### config.mk
export PLATFORM = sky130hd
export DESIGN_NAME = dual_bank_baud_gen
export DESIGN_NICKNAME = d
export VERILOG_FILES = /design/src/rtl/bgen_pkg.sv /design/src/rtl/bgen_divider.sv /design/src/rtl/bgen_edge_sync.sv /design/src/rtl/bgen_select.sv /design/src/rtl/dual_bank_baud_gen.sv
export SDC_FILE = /design/constraint.sdc
export NUM_CORES = 1
export LEC_CHECK = 0
export ABC_AREA = 1
export BUFFER_PORTS_ARGS = -buffer_cell sky130_fd_sc_hd__clkbuf_2
export CAP_MARGIN = 20
export CORE_MARGIN = 5
export CORE_UTILIZATION = 40
export DETAILED_ROUTE_END_ITERATION = 8
export PLACE_DENSITY = 0.53
export SLEW_MARGIN = 25
export SYNTH_ARGS = -nofsm -noshare
export SYNTH_HDL_FRONTEND = slang
export SYNTH_SLANG_ARGS = --single-unit
export TNS_END_PERCENT = 1
### constraint.sdc
create_clock -name clk -period 3.3 [get_ports clk]
set_input_delay 0.66 -clock clk [delete_from_list [all_inputs] [get_ports clk]]
set_output_delay 0.66 -clock clk [all_outputs]
set_load 0.03 [all_outputs]
### src/rtl/bgen_pkg.sv
package bgen_pkg;

   localparam int N_FIXED  = 8;
   localparam int N_SWITCH = 5;
   localparam int N_RATES  = N_FIXED + N_SWITCH;
   localparam int CODE_W   = 4;

   localparam logic [CODE_W-1:0] CODE_CT  = CODE_W'(N_RATES);
   localparam logic [CODE_W-1:0] CODE_EXT = CODE_W'(N_RATES + 1);

   // Baud rate for divider slot idx; grp picks the alternate group for slots >= N_FIXED.
   function automatic int rate_baud(input int idx, input bit grp);
      int fixed_b [N_FIXED];
      int grp_a   [N_SWITCH];
      int grp_b   [N_SWITCH];
      fixed_b = '{300, 600, 1200, 2400, 4800, 9600, 19200, 38400};
      grp_a   = '{50, 150, 1800, 7200, 14400};
      grp_b   = '{75, 200, 900, 3600, 28800};
      if (idx < N_FIXED) return fixed_b[idx];
      return grp ? grp_b[idx-N_FIXED] : grp_a[idx-N_FIXED];
   endfunction

   function automatic int max_divisor(input int ref_hz, input int oversample);
      int m;
      m = 1;
      for (int i = 0; i < N_RATES; i++) begin
         for (int g = 0; g < 2; g++) begin
            if (ref_hz / (oversample * rate_baud(i, g[0])) > m)
               m = ref_hz / (oversample * rate_baud(i, g[0]));
         end
      end
      return m;
   endfunction

endpackage

### src/rtl/bgen_divider.sv
module bgen_divider #(
   parameter int DIV_A      = 16,
   parameter int DIV_B      = 16,
   parameter bit SWITCHABLE = 1'b0,
   parameter int CNT_W      = 8
) (
   input  logic clk,
   input  logic rst_n,
   input  logic bank_sel_i,
   output logic tick_o
);

   localparam logic [CNT_W-1:0] LAST_A = CNT_W'(DIV_A - 1);
   localparam logic [CNT_W-1:0] LAST_B = CNT_W'(DIV_B - 1);

   logic [CNT_W-1:0] cnt_q;
   logic [CNT_W-1:0] last;

   if (DIV_A < 2 || DIV_B < 2) begin : g_bad_div
      $error("bgen_divider: divisor below 2");
   end

   if (SWITCHABLE) begin : g_switch
      logic grp_q;
      always_ff @(posedge clk or negedge rst_n) begin
         if (!rst_n)      grp_q <= 1'b0;
         else if (tick_o) grp_q <= bank_sel_i;
      end
      assign last = grp_q ? LAST_B : LAST_A;
   end else begin : g_fixed
      logic unused_sel;
      assign unused_sel = bank_sel_i;
      assign last = LAST_A;
   end

   assign tick_o = (cnt_q == last);

   always_ff @(posedge clk or negedge rst_n) begin
      if (!rst_n)      cnt_q <= '0;
      else if (tick_o) cnt_q <= '0;
      else             cnt_q <= cnt_q + 1'b1;
   end

endmodule

### src/rtl/bgen_edge_sync.sv
module bgen_edge_sync #(
   parameter int STAGES = 2
) (
   input  logic clk,
   input  logic rst_n,
   input  logic async_i,
   output logic rise_o
);

   logic [STAGES:0] sh_q;

   if (STAGES < 2) begin : g_bad_stages
      $error("bgen_edge_sync: at least two synchroniser stages required");
   end

   always_ff @(posedge clk or negedge rst_n) begin
      if (!rst_n) sh_q <= '0;
      else        sh_q <= {sh_q[STAGES-1:0], async_i};
   end

   assign rise_o = sh_q[STAGES-1] & ~sh_q[STAGES];

endmodule

### src/rtl/bgen_select.sv
module bgen_select
   import bgen_pkg::*;
(
   input  logic              clk,
   input  logic              rst_n,
   input  logic [CODE_W-1:0] code_i,
   input  logic [N_RATES-1:0] rate_tick_i,
   input  logic              ct_tick_i,
   input  logic              ext_tick_i,
   output logic              tick_o
);

   logic pick;

   always_comb begin
      pick = 1'b0;
      for (int k = 0; k < N_RATES; k++) begin
         if (code_i == CODE_W'(k)) pick = rate_tick_i[k];
      end
      if (code_i == CODE_CT)  pick = ct_tick_i;
      if (code_i == CODE_EXT) pick = ext_tick_i;
   end

   always_ff @(posedge clk or negedge rst_n) begin
      if (!rst_n) tick_o <= 1'b0;
      else        tick_o <= pick;
   end

endmodule

### src/rtl/dual_bank_baud_gen.sv
module dual_bank_baud_gen
   import bgen_pkg::*;
#(
   parameter int REF_HZ      = 3686400,
   parameter int OVERSAMPLE  = 16,
   parameter int SYNC_STAGES = 2
) (
   input  logic              clk,
   input  logic              rst_n,
   input  logic              bank_sel_i,
   input  logic [CODE_W-1:0] rx_code_i,
   input  logic [CODE_W-1:0] tx_code_i,
   input  logic              ct_tick_i,
   input  logic              ext_clk_i,
   output logic              rx_tick_o,
   output logic              tx_tick_o
);

   localparam int DIV_W = $clog2(max_divisor(REF_HZ, OVERSAMPLE) + 1);

   logic [N_RATES-1:0] rate_tick;
   logic               ext_rise;

   if (CODE_EXT >= {CODE_W{1'b1}}) begin : g_bad_codes
      $error("dual_bank_baud_gen: no reserved code left");
   end

   for (genvar i = 0; i < N_RATES; i++) begin : g_rate
      localparam int BAUD_A = rate_baud(i, 1'b0);
      localparam int BAUD_B = rate_baud(i, 1'b1);
      localparam int DIV_A  = REF_HZ / (OVERSAMPLE * BAUD_A);
      localparam int DIV_B  = REF_HZ / (OVERSAMPLE * BAUD_B);

      if ((REF_HZ % (OVERSAMPLE * BAUD_A)) != 0 ||
          (REF_HZ % (OVERSAMPLE * BAUD_B)) != 0) begin : g_inexact
         $error("dual_bank_baud_gen: reference not an exact multiple of a rate");
      end

      bgen_divider #(
         .DIV_A      (DIV_A),
         .DIV_B      (DIV_B),
         .SWITCHABLE (i >= N_FIXED),
         .CNT_W      (DIV_W)
      ) u_div (
         .clk        (clk),
         .rst_n      (rst_n),
         .bank_sel_i (bank_sel_i),
         .tick_o     (rate_tick[i])
      );
   end

   bgen_edge_sync #(.STAGES(SYNC_STAGES)) u_ext (
      .clk     (clk),
      .rst_n   (rst_n),
      .async_i (ext_clk_i),
      .rise_o  (ext_rise)
   );

   bgen_select u_rx_sel (
      .clk         (clk),
      .rst_n       (rst_n),
      .code_i      (rx_code_i),
      .rate_tick_i (rate_tick),
      .ct_tick_i   (ct_tick_i),
      .ext_tick_i  (ext_rise),
      .tick_o      (rx_tick_o)
   );

   bgen_select u_tx_sel (
      .clk         (clk),
      .rst_n       (rst_n),
      .code_i      (tx_code_i),
      .rate_tick_i (rate_tick),
      .ct_tick_i   (ct_tick_i),
      .ext_tick_i  (ext_rise),
      .tick_o      (tx_tick_o)
   );

endmodule

# Yosys cells after proc, flatten, opt, wreduce, memory -nomap -nowiden
# Index checks and enable logic that the tools add are counted.
# word_totals
register_bits	179
word_cells	127
# classes
n_addsub	13
n_eq_ne	41
muxes	48
n_bitwise	2
n_reduce_logical	2
# op_table
operator	n
2-to-1 mux 13 bit	14
adder 13 x 1 -> 13 bit (second input constant)	13
equality test 13 bit	5
equality test 4 bit (second input constant)	14
equality test 4 x 3 -> 1 bit (second input constant)	8
2-to-1 mux 1 bit	30
equality test 4 x 2 -> 1 bit (second input constant)	4
equality test 13 x 10 -> 1 bit (second input constant)	1
equality test 13 x 3 -> 1 bit (second input constant)	1
equality test 13 x 4 -> 1 bit (second input constant)	1
equality test 13 x 5 -> 1 bit (second input constant)	1
equality test 13 x 6 -> 1 bit (second input constant)	1
equality test 13 x 7 -> 1 bit (second input constant)	1
equality test 13 x 8 -> 1 bit (second input constant)	1
equality test 13 x 9 -> 1 bit (second input constant)	1
2-to-1 mux 9 bit	1
equality test 4 x 1 -> 1 bit (second input constant)	2
logical NOT 4 bit	2
2-to-1 mux 8 bit	1
2-to-1 mux 6 bit	1
2-to-1 mux 4 bit	1
bitwise AND 1 bit	1
inverter 1 bit	1

# Logic depth before layout (Yosys ltp)
# depth
depth_word	16
ltp_mapped	13
mapped_depth_nobuf	13

# By module
# From an unflattened synthesis, not the netlist that was laid out.
# hier_totals
cells_unflattened	1400
hier_area_um2	10272.4
# by_module_without_submodules
mod	n_inst	cells_per_inst	area_each_um2
bgen_divider at g_rate[9].u_div	1	101	799.5
bgen_divider at g_rate[8].u_div	1	105	783.3
bgen_divider at g_rate[11].u_div	1	107	778.2
bgen_divider at g_rate[10].u_div	1	108	773.2
bgen_divider at g_rate[12].u_div	1	104	773.2
bgen_divider at g_rate[6].u_div	1	102	768.2
bgen_divider at g_rate[1].u_div	1	102	742.0
bgen_divider at g_rate[2].u_div	1	98	728.2
bgen_divider at g_rate[3].u_div	1	97	726.9
bgen_divider at g_rate[7].u_div	1	97	724.4
bgen_divider at g_rate[0].u_div	1	90	713.2
bgen_divider at g_rate[5].u_div	1	93	703.2
bgen_divider at g_rate[4].u_div	1	89	685.7
bgen_select	2	51	244.0
bgen_edge_sync	1	5	85.1

# Worst setup path after synthesis
# Ideal clock, no wire load.
# synth_path
kind	flip-flop to flip-flop
startpoint	register g_rate[5].u_div.cnt_q[0]
endpoint	register u_tx_sel.tick_o
setup_time_ps	130
t_arrival_ps	1440
required_ps	3170
path_slack_ps	1729
path_stages_with_launch	14
n_path_buf	1
path_cell_list	dfrtp_1 ha_1 nand2_1 inv_1 nand3_1 nor2_1 and2_1 buf_2 nand2_1 nand4_1 nand2_1 nand4_1 nor2_1 nand4_1
# synth_via
elab_chain_len	11
# synth_rtl
item	line	rtl
start, declared	bgen_divider.sv:16	logic [CNT_W-1:0] cnt_q;
start signal, assigned	bgen_divider.sv:41	else cnt_q <= cnt_q + 1'b1;
equality test 13 x 5 -> 1 bit	bgen_divider.sv:36	assign tick_o = (cnt_q == last);
2-to-1 mux 1 bit (8 in a row)	bgen_select.sv:18	if (code_i == CODE_W'(k)) pick = rate_tick_i[k];
2-to-1 mux 1 bit	bgen_select.sv:20	if (code_i == CODE_CT) pick = ct_tick_i;
2-to-1 mux 1 bit	bgen_select.sv:21	if (code_i == CODE_EXT) pick = ext_tick_i;
net u_tx_sel.pick	bgen_select.sv:13	logic pick;
end signal, assigned	bgen_select.sv:26	else tick_o <= pick;
end, declared	bgen_select.sv:10	output logic tick_o
# The timed path passes the listed nets, and every way through them passes these cells.
# A chain may end at the register's enable or synchronous reset.

# Worst setup path after layout
# layout_path
startpoint	register g_rate[1].u_div.cnt_q[0]
endpoint	register g_rate[1].u_div.cnt_q[12]
# layout_via
elab_chain_len	2
elab_cells_between_ends	3
cone_classes	add/sub (1); eq/ne (1); mux (1)
# layout_rtl
item	line	rtl
start, declared	bgen_divider.sv:16	
start signal, assigned	bgen_divider.sv:41	
adder 13 x 1 -> 13 bit / equality test 13 x 9 -> 1 bit (equally long branches)	bgen_divider.sv:41, bgen_divider.sv:36	
2-to-1 mux 13 bit (*)	bgen_divider.sv:40	else if (tick_o) cnt_q <= '0;
# Every way passes the cells marked *; elsewhere a longest branch is shown, timed or not.

==> impl_summary.md <==
Run status
The flow ran to the end, and the final reports show no timing, DRC or antenna violations.

Clock tree
The H-tree depth is 4. The root buffer cell chosen for the clock tree is clkbuf_16. The clock tree from TritonCTS is yes. The count of hold-fix buffers inserted at cts is 0. The number of sinks driven by the clock tree is between 150 and 200. The longest clock path from root to sink contains 2 buffers. The clock insertion delay at the later pin of the skew report is between 0.4 and 0.5 ns.

The total CTS buffers is 17. The number of setup buffers added after CTS is 0. The post-CTS resize count is 0. The post-CTS clock slew at the launch and capture registers of the worst setup and hold paths is approximately 0.070 ns.

Final layout
The fraction of final layout cells sized beyond drive strength 1 is 12.0%. Compared with the post-synthesis result, the final layout area differs by 11.5%. The post-route core utilization is between 40% and 50%. For this run, the post-layout net count is roughly 1100.

Die
The initialized floorplan defines between 50 and 60 standard-cell rows. The die area is 25800 um^2. The core region is between 20000 and 25000 um^2. The chip height is approximately 160 um. The starting density of the core is between 40 and 50%. The number of ports placed on the die boundary is 15. From left edge to right edge, the die measures around 160 um.

Yosys
The fraction of synthesis flops using an asynchronous set or reset pin is between 90% and 100%. Of the post-synthesis cell area, the part taken by muxes is less than 1%. The number of cells produced by synthesis is 1052. After synthesis, the largest family of logic cells by area is simple AND/OR/NAND/NOR gates.

The synthesis-stage register bit count is around 180. The count of unique library cells instantiated by Yosys is 40. For this run, the leading register cell type out of synthesis is dfrtp_1. The fraction of the mapped netlist area in adder cells is between 1.5 and 2%. The register area share after synthesis is 49.4%.

The simple-gate share of the synthesized area is between 20% and 30%. The synthesized-area fraction occupied by xor and xnor cells is roughly 8.4%. The mean area per synthesized cell is 8.61 um^2.

The synthesized netlist devotes 3.29% of its cell area to compound gates. The synthesis warning total is 0. After synthesis the cells add up to just over 9000 um^2. The post-synthesis net count is around 1100. The number of enable-type register cells in the synthesized netlist is 0.

Drt
For this block, the initial DRC count from the detailed router was around 320. The average detailed-routed wire length per instance is ~12 um. For this run, the detailed router's first-pass iteration total came to 4. The average via count per standard cell is about 4.6. The routed layout has roughly 6400 vias. The number of antenna-violating nets in the routed design is 0. The routed wire length is between 15000 and 20000 um. The number of design rule violations left after detail routing is 0.

Placement
Input and output buffers added on the ports amount to 14. At the placement stage, the worst setup path has a slack of 1.49 ns. The weighted congestion at the end of routability-driven global placement is between 0.8 and 0.9.

The half-perimeter wire length of the detailed placement result is roughly 12000 um.

Timing
The clock skew is approximately 0.011 ns. The count of endpoints failing setup in the final report is 0. The total negative slack is 0 ns. The total count of hold-check failures in the final report is 0. The clock period minus final worst setup slack is between 1.5 and 2 ns. The final max-slew violation count was 0. The slew at the pin closest to its max-slew limit is approximately 0.7 ns.

The achievable frequency is 562 MHz. Setup repair after global routing left no endpoint under its margin. Across all setup checks in the final design, the least slack found is around 1.5 ns. The relative slew slack is 52.0%. The share of the cycle needed by the critical path after routing is a little over half.

GRT
The number of global-route vias before repair is about 6400. The maximum number of pins on one net before global-route repair is 67. The remaining global-route overflow is 0. The first-pass GRT wire length is around 29000 um. The number of antenna violations at the first check in global routing was 2. Global routing consumed, over all layers together, a little over an eighth of the routing resources.

Critical path
The worst setup path is captured at a flop. STA classifies the critical path startpoint as a flop. Data on the critical path is required at its endpoint by around 3.6 ns. The category of the most critical setup path is reg2reg. The biggest fanout along the worst timing path is 4. The data arrival time of the critical path is about 2.1 ns.

Hold path
The class of the most critical hold timing path is in2async.

Flow run
The tool flagged a number of max-cap violations equal to 0.

Power
Summed over all cells, the static leakage comes to roughly 5.1 nW. Dividing total power by cell area gives a power density of approximately 430 nW/um^2. The peak supply drop is around 0.00031 V.
==> layer usage <==
layer  global-route usage, %  vias to the layer above  routed length, um
met1                    18.6                     2994               8140
met3                    2.85                       27                370
met5                       0                        -                 13
met2                    21.4                       52               7420
met4                    5.59                        2                367
li1                        -                     3365                  -
==> registers in the layout, indices dropped and copies added, names as in the netlist <==
| register | flops |
|---|---|
| g_rate.u_div.cnt_q | 169 |
| g_rate.u_div.g_switch.grp_q | 5 |
| u_ext.sh_q | 3 |
| u_rx_sel.tick_o | 1 |
| u_tx_sel.tick_o | 1 |
==> logic make-up after synthesis <==
logic type	count (synthesis)
AO/OA/AOI/OAI	57
XOR/XNOR	87
adder cells (fa/ha/maj)	14
buffers and inverters	204
flip-flops	179
multiplexers	1
AND/OR/NAND/NOR	510
==> final timing paths <==
check                                              start                         end  slack (ns)  cells past startpoint
min in group clk                               ext_clk_i               u_ext.sh_q[0]        0.33                      1
max in group asynchronous                          rst_n  g_rate[12].u_div.cnt_q[10]        2.32                      2
worst max register to register  g_rate[1].u_div.cnt_q[0]   g_rate[1].u_div.cnt_q[12]        1.52                      9
worst max-delay path            g_rate[1].u_div.cnt_q[0]   g_rate[1].u_div.cnt_q[12]        1.52                      9
worst min register to register             u_ext.sh_q[0]               u_ext.sh_q[1]        0.37                      0
worst min-delay path                               rst_n    g_rate[6].u_div.cnt_q[1]        0.18                      1
==> cell usage in the layout (no fill, tap or decap), types with 2 or more instances in the layout <==
cell type,n
nand2_2,2
nand3_2,12
nor4_1,6
nor2_1,148
nand4_1,33
nand3_1,67
nor3_2,12
nor4_2,2
nor2_4,8
a31oi_1,3
a21oi_1,22
clkbuf_2,13
nor4_4,2
nor3_1,23
inv_2,18
dfrtp_1,179
nand2_1,162
inv_6,4
clkinvlp_4,3
inv_8,2
ha_1,14
xnor2_1,14
nand3b_1,2
nor2_2,14
nor3_4,3
nand4_2,3
xor2_1,73
o21ai_1,5
and3_1,2
o21ai_0,23
o21a_1,2
buf_4,2
nor3b_1,2
inv_1,185
clkbuf_16,17
clkinv_2,3
==> report_power, final <==
part           internal, W  switching, W  total [W]
combinational    0.0000353     0.0000963   0.000132
sequential         0.00221     0.0000166    0.00223
clock              0.00106      0.000915    0.00198
total              0.00331       0.00103    0.00434
==> cells in the mapped netlist, types with 12 or more instances <==
library cell  count  area share [%]
nand3_1          67             3.7
xnor2_1          14             1.4
inv_2            18            0.75
nand4_1          33             2.3
nand3_2          12             1.3
ha_1             14             1.9
a21oi_1          22             1.2
nor2_2           14            0.97
xor2_1           73             7.1
o21ai_0          23             1.3
nand2_1         162             6.7
dfrtp_1         179              49
nor3_1           23             1.3
nor2_1          148             6.1
nor3_2           12             1.3
inv_1           185             7.7
==> worst max-delay path, stage by stage (launching register included) <==
cell     delay [ns]
dfrtp_1        0.38
ha_1           0.21
nand3_2        0.13
nor2_2         0.24
nand3_1        0.17
inv_1          0.08
nand3_1        0.11
nor3_2         0.15
xnor2_1        0.14
inv_1          0.05
==> final cells by class <==
class / instances / area, um^2
antenna: 1 / 2.50
clock buffer: 17 / 425
clock inverter: 15 / 150
fill: 2187 / 12400
inverter: 203 / 762
multi-input combinational: 669 / 3810
sequential: 179 / 4480
tap: 285 / 357
timing repair buffer: 17 / 114
==> per-stage QoR <==
step / instance area [um^2] / total power, W / hold WS, ns / cells
floorplan: 9060 / 0.00233 / 0.331 / 1052
global placement: 9530 / 0.00241 / 0.335 / 1353
detailed placement: 9530 / 0.00241 / 0.348 / 1353
CTS: 10100 / 0.00442 / 0.200 / 1385
global route: 10100 / 0.00452 / 0.222 / 1386
finish: 10100 / 0.00434 / 0.181 / 1386
No activity file was read; power rests on OpenSTA's default activity.
